==> src/rtl/bgdbg_pkg.sv <==
package bgdbg_pkg;
  localparam int unsigned DATA_W = 8;
  localparam int unsigned STAT_W = 2;
  localparam int unsigned IR_W   = 3;
  localparam int unsigned NUM_RD = 2;

  localparam logic [IR_W-1:0]   IR_DEBUG      = 3'b010;
  localparam logic [STAT_W-1:0] ST_BACKGROUND = 2'b00;

  // read opcodes are 1..NUM_RD; source i answers opcode i+1
  localparam logic [DATA_W-1:0] OP_NOP     = 8'h00;
  localparam logic [DATA_W-1:0] OP_RD_CTRL = 8'h01;
  localparam logic [DATA_W-1:0] OP_RD_FLAG = 8'h02;
endpackage

==> src/rtl/bgdbg_shift.sv <==
module bgdbg_shift #(
  parameter int unsigned DATA_W = bgdbg_pkg::DATA_W,
  parameter int unsigned STAT_W = bgdbg_pkg::STAT_W,
  parameter logic [STAT_W-1:0] STATUS = bgdbg_pkg::ST_BACKGROUND,
  localparam int unsigned SR_W = DATA_W + STAT_W
) (
  input  logic              tck,
  input  logic              trst_n,
  input  logic              cap_en,
  input  logic              sh_en,
  input  logic              tdi,
  input  logic [DATA_W-1:0] hold,
  output logic [SR_W-1:0]   sr_q
);
  always_ff @(posedge tck or negedge trst_n) begin
    if (!trst_n) begin
      sr_q <= '0;
    end else if (cap_en) begin
      sr_q <= {hold, STATUS};
    end else if (sh_en) begin
      sr_q <= {tdi, sr_q[SR_W-1:1]};
    end
  end
endmodule

==> src/rtl/bgdbg_decoder.sv <==
module bgdbg_decoder #(
  parameter int unsigned DATA_W = bgdbg_pkg::DATA_W,
  parameter int unsigned NUM_RD = bgdbg_pkg::NUM_RD
) (
  input  logic [DATA_W-1:0]        opcode,
  input  logic [NUM_RD*DATA_W-1:0] rd_src,
  output logic                     rd_hit,
  output logic [DATA_W-1:0]        rd_val
);
  logic [NUM_RD-1:0] match;

  for (genvar i = 0; i < NUM_RD; i++) begin : g_match
    assign match[i] = (opcode == DATA_W'(i + 1));
  end

  always_comb begin
    rd_hit = |match;
    rd_val = '0;
    for (int i = 0; i < NUM_RD; i++) begin
      if (match[i]) rd_val = rd_src[i*DATA_W +: DATA_W];
    end
  end
endmodule

==> src/rtl/bgdbg_hold.sv <==
module bgdbg_hold #(
  parameter int unsigned DATA_W = bgdbg_pkg::DATA_W
) (
  input  logic              tck,
  input  logic              trst_n,
  input  logic              upd_en,
  input  logic [DATA_W-1:0] in_byte,
  input  logic              rd_hit,
  input  logic [DATA_W-1:0] rd_val,
  output logic [DATA_W-1:0] hold_q,
  output logic [DATA_W-1:0] host_q,
  output logic              pend_q
);
  always_ff @(negedge tck or negedge trst_n) begin
    if (!trst_n) begin
      hold_q <= '0;
      host_q <= '0;
      pend_q <= 1'b0;
    end else if (upd_en) begin
      if (pend_q) begin
        hold_q <= '0;
        pend_q <= 1'b0;
      end else begin
        host_q <= in_byte;
        pend_q <= rd_hit;
        hold_q <= rd_hit ? rd_val : in_byte;
      end
    end
  end
endmodule

==> src/rtl/bgdbg_dr.sv <==
module bgdbg_dr #(
  parameter int unsigned DATA_W = bgdbg_pkg::DATA_W,
  parameter int unsigned STAT_W = bgdbg_pkg::STAT_W,
  parameter int unsigned IR_W   = bgdbg_pkg::IR_W,
  parameter logic [IR_W-1:0] IR_SEL = bgdbg_pkg::IR_DEBUG,
  localparam int unsigned SR_W  = DATA_W + STAT_W
) (
  input  logic              tck,
  input  logic              trst_n,
  input  logic [IR_W-1:0]   ir,
  input  logic              isp_en,
  input  logic              capture_dr,
  input  logic              shift_dr,
  input  logic              update_dr,
  input  logic              tdi,
  input  logic [DATA_W-1:0] ctrl_reg,
  input  logic [DATA_W-1:0] flag_reg,
  output logic              tdo,
  output logic [DATA_W-1:0] host_byte
);
  logic              sel;
  logic [SR_W-1:0]   sr_q;
  logic [DATA_W-1:0] hold_q;
  logic              pend_q;
  logic              rd_hit;
  logic [DATA_W-1:0] rd_val;

  assign sel = (ir == IR_SEL) && !isp_en;
  assign tdo = sel & sr_q[0];

  bgdbg_shift #(.DATA_W(DATA_W), .STAT_W(STAT_W)) u_shift (
    .tck(tck), .trst_n(trst_n),
    .cap_en(sel & capture_dr), .sh_en(sel & shift_dr),
    .tdi(tdi), .hold(hold_q), .sr_q(sr_q)
  );

  bgdbg_decoder #(.DATA_W(DATA_W), .NUM_RD(2)) u_dec (
    .opcode(sr_q[SR_W-1:STAT_W]),
    .rd_src({flag_reg, ctrl_reg}),
    .rd_hit(rd_hit), .rd_val(rd_val)
  );

  bgdbg_hold #(.DATA_W(DATA_W)) u_hold (
    .tck(tck), .trst_n(trst_n), .upd_en(sel & update_dr),
    .in_byte(sr_q[SR_W-1:STAT_W]), .rd_hit(rd_hit), .rd_val(rd_val),
    .hold_q(hold_q), .host_q(host_byte), .pend_q(pend_q)
  );
endmodule

==> config.mk <==
export PLATFORM = sky130hd
export DESIGN_NAME = bgdbg_dr
export DESIGN_NICKNAME = d
export VERILOG_FILES = /design/src/rtl/bgdbg_pkg.sv /design/src/rtl/bgdbg_shift.sv /design/src/rtl/bgdbg_decoder.sv /design/src/rtl/bgdbg_hold.sv /design/src/rtl/bgdbg_dr.sv
export SDC_FILE = /design/constraint.sdc
export NUM_CORES = 1
export LEC_CHECK = 0
export BUFFER_PORTS_ARGS = -buffer_cell sky130_fd_sc_hd__clkbuf_2
export CAP_MARGIN = 20
export CORE_MARGIN = 10
export CORE_UTILIZATION = 46
export CTS_CLUSTER_DIAMETER = 40
export DETAILED_ROUTE_END_ITERATION = 6
export PLACE_DENSITY = 0.77
export SLEW_MARGIN = 20
export SYNTH_ARGS = -nofsm -noshare
export SYNTH_HDL_FRONTEND = slang
export SYNTH_SLANG_ARGS = --single-unit
==> constraint.sdc <==
create_clock -name tck -period 2.12 [get_ports tck]
set_clock_uncertainty 0.2 [all_clocks]
set_input_delay 0.106 -clock tck [delete_from_list [all_inputs] [get_ports tck]]
set_output_delay 0.106 -clock tck [all_outputs]
set_load 0.03 [all_outputs]
# Yosys cells after proc, flatten, opt, wreduce, memory -nomap -nowiden
# Index checks and enable logic that the tools add are counted.
[word_totals]
input_bits = 26
mem_bits_ro = 0
ff_bits = 27
output_inout_bits = 9
wordCells = 24
n_memories = 0
ramBits = 0
latchBits = 0
[op_classes]
n_bitwise = 5
shift = 0
reduce_logical = 5
div_mod_pow = 0
n_addsub = 0
n_lt_le_gt_ge = 0
multipliers = 0
n_mux = 7
n_eq_ne = 3
[op_table]
columns = ["operator", "count"]
rows = [
  ["$mux 8", 4],
  ["$mux 10", 2],
  ["$eq 8x1->1 const B", 1],
  ["$eq 8x2->1 const B", 1],
  ["$and 1x1->1", 4],
  ["$eq 3x2->1 const B", 1],
  ["$reduce_and 2->1", 1],
  ["$reduce_bool 2->1", 1],
  ["$reduce_or 2->1", 1],
  ["$logic_and 1x1->1", 1],
  ["$logic_not 1->1", 1],
  ["$mux 1", 1],
  ["$not 1->1", 1],
]

# Longest topological paths before layout
[logic_depth]
ltp_word = 5
depth_mapped = 6
depth_no_buf = 4

# Hierarchy
# A second synthesis with hierarchy kept.
[unflattened]
cells_unflattened = 135
hier_area_um2 = 1532.7
[by_module_without_submodules]
columns = ["mod", "instances", "seq_area_each_um2", "area_each_um2", "cells_per_inst"]
rows = [
  ["bgdbg_hold", 1, 425.4, 747.0, 57],
  ["bgdbg_shift", 1, 250.2, 457.9, 41],
  ["bgdbg_decoder", 1, 0.0, 279.0, 32],
  ["bgdbg_dr", 1, 0.0, 48.8, 5],
]

==> results by group <==
Status
  – Outcome: finished with violations
  – Failing checks: hold timing, setup timing

Die
  – Top Ports: 35
  – Initial Util: 47.3%
  – Die Y: 72.8 um
  – Core area: 2710 um^2
  – Die area: 5300 um^2
  – Site Rows: 19
  – Die extent in x: 72.8 um

CTS
  – Clock buffer depth: 2
  – Clk pin slew, worst setup/hold paths: 0.15 ns
  – Num CTS Buffers: 3
  – H-tree depth: 1
  – Root buffer cell: clkbuf_4
  – Clock sink count: 27
  – CTS tree: built
  – Clk Latency, worst-skew pair: 0.33 ns

Global route
  – GRT Overall Usage: 14.7%
  – Largest net degree at the start of global routing: 22
  – Antenna violations before repair: 0
  – Global-route wire length before repair: 6.10 mm
  – Total gr overflow: 0
  – Vias in the first global route: between 1k and 1.5k

Place
  – # port buffers: 34
  – DP Wirelength: 2.58 mm
  – Worst slack at placement: -0.857 ns
  – RePlAce Congestion: 0.821

Worst setup path
  – Worst r2r src: u_shift.sr_q[7]
  – End of the worst register-to-register path: u_hold.hold_q[1]
  – Crit path launch type: flip-flop
  – Setup CP Type: reg -> reg
  – Worst EP required: 1.03 ns
  – Instance count on the critical path: 4
  – Worst path arrival time: approximately 1.9 ns
  – Slowest-stage cell, CP: or4_4
  – R2R setup slack: -0.90 ns
  – R2r worst-path depth: 4
  – Bufs and invs on worst path: 0
  – CP max stage delay: roughly 0.55 ns
  – CP Max Fanout: 2
  – CP Capture Type: flip-flop
  – CP top delay family: simple AND/OR/NAND/NOR gates
  – Crit path launch: u_shift.sr_q[7]
  – Crit path capture: u_hold.hold_q[1]
  – CP Cell Sequence: or4_4 -> or3_4 -> a211oi_4 -> o41ai_2

Power
  – Pwr Density: slightly above 700 nW/um^2
  – Leakage: about 0.97 nW
  – Peak supply drop: between 0.0004 and 0.0005 V
  – Total power: 1.35 mW

Yosys
  – Synth unique cells: 29
  – Asr flop ratio synth: 100%
  – Yosys reg bits: 27
  – EDFF count, synth: 0
  – Seq/Total Area, Yosys: approximately 53%
  – Mapped cell area: 1280 um^2
  – Predominant post-synthesis flop cell: dfrtn_1
  – Ys Warns: 0
  – Synth Net Count: 146
  – Avg Cell Area, Syn: roughly 11 um^2
  – Gate Count Post-Synth: 120

Timing
  – Tightest Pin Transition: 0.641 ns
  – Slack of the critical path: -0.901 ns
  – Final Hold Vio Count: 1
  – Max-slew headroom: 57.2%
  – # setup viols final: 25
  – Minimum hold slack: -0.0102 ns
  – RSZ-0062 raised after global routing: yes
  – Pins Over Slew Limit: 0

Finish
  – Most frequent cells in the layout: clkbuf_2 (25), nand2_1 (19), dfrtn_1 (17)
  – # nets final: about 210
  – Area growth syn-to-layout: 49.8%
  – Ant. Diodes: 0
  – Most common cell after layout, fill and taps aside: clkbuf_2
  – Share of layout cells above drive strength 1: 47.8%

Routing
  – First-pass DRT Iterations: 4
  – WL per Instance: 17.5 um
  – DR iter-0 viols: 69
  – Top Metal Used: met4
  – Routed Antenna Nets: 0
  – Routed wl met3: 258 um
  – WL final: roughly 3.7 mm
  – Metal2 WL: 1.86 mm
  – DRC: 0
  – Vias per cell: 5.51
  – Number of vias in the routed layout: 1163
  – Routed met1 length: 1.46 mm

Hold path
  – Worst hold path class: in -> reg
  – Worst Hold Launch: ir[0]

Run
  – Max cap viols: 0
## cell usage after synthesis, types with 2 or more instances
cell / count / area, um^2
a21oi_1: 7 / 35.0
a22o_1: 6 / 52.6
a31oi_1: 2 / 12.5
and2_1: 2 / 12.5
clkbuf_1: 3 / 11.3
dfrtn_1: 17 / 425
dfrtp_1: 10 / 250
mux2_2: 8 / 90.1
mux2i_1: 8 / 80.1
nand2_1: 19 / 71.3
nor2_1: 4 / 15.0
nor2b_1: 2 / 12.5
o21ai_0: 16 / 80.1
## cell families (layout without fill, tap and decap cells)
kind of cell,Yosys count,count (layout),synth area share (%)
buf+inv,6,66,2.44
flops,27,27,52.7
simple gates,36,36,14.6
compound gates,35,35,17.0
mux,16,16,13.3
## cell type report
cell class	instances	area (um^2)
inverter	1	3.75
multi-input combinational	87	649
fill	201	790
tap	31	38.8
clock buffer	4	26.3
sequential	27	676
timing repair buffer	61	527
## timing repair
| item | CTS | global route |
|---|---|---|
| buffers inserted | 2 | 1 |
| hold buffers | 5 | 0 |
| endpoints found under the hold margin | 13 | 0 |
| endpoints found under the setup margin | 25 | 25 |
| pin swaps | 2 | 8 |
| gates resized for setup | 31 | 23 |
| gates cloned | 1 | 0 |
## per-layer routing
| layer | up-vias | GRT usage [%] |
|---|---|---|
| li1 | 550 | - |
| met1 | 559 | 16.4 |
| met2 | 43 | 25.1 |
| met3 | 11 | 4.35 |
| met4 | 0 | 6.54 |
| met5 | - | 0 |
## sequential cells by signal (all words and copies together), names as in the netlist
name	cells
u_shift.sr_q	10
u_hold.hold_q	8
u_hold.host_q	8
u_hold.pend_q	1
## metrics by stage
step	instance area [um^2]	cells	TNS, ns	utilization (%)
after detailed placement	1630	198	-11.06	60.1
final	1920	211	-10.31	70.9
after global routing	1920	211	-11.78	70.9
after CTS	1850	210	-10.19	68.1
after global placement	1630	198	-10.28	60.1
after floorplan	1310	120	-10.32	-
## power breakdown
part | total (mW) | leakage, nW | internal (mW) | switching (mW)
Combinational | 0.521 | 0.582 | 0.272 | 0.249
Sequential | 0.604 | 0.368 | 0.570 | 0.0349
Clock | 0.229 | 0.0150 | 0.0740 | 0.155
## worst min-delay path: cells and delay by family
family                 cells  cell delay [ns]
AOI/OAI and AO/OA          1             0.06
buffers and inverters      2             0.21
and+or+nand+nor            2             0.11
## worst min path at each step
stage | cells past startpoint | end | slack, ns
global placement | 1 | u_shift.sr_q[1] | -0.10
detailed placement | 1 | u_shift.sr_q[1] | -0.1
floorplan | 0 | u_shift.sr_q[0] | -0.39
global route | 5 | u_shift.sr_q[1] | 0.01
finish | 5 | u_shift.sr_q[1] | -0.01
CTS | 5 | u_shift.sr_q[1] | 0.02
No activity file was read; power rests on OpenSTA's default activity.
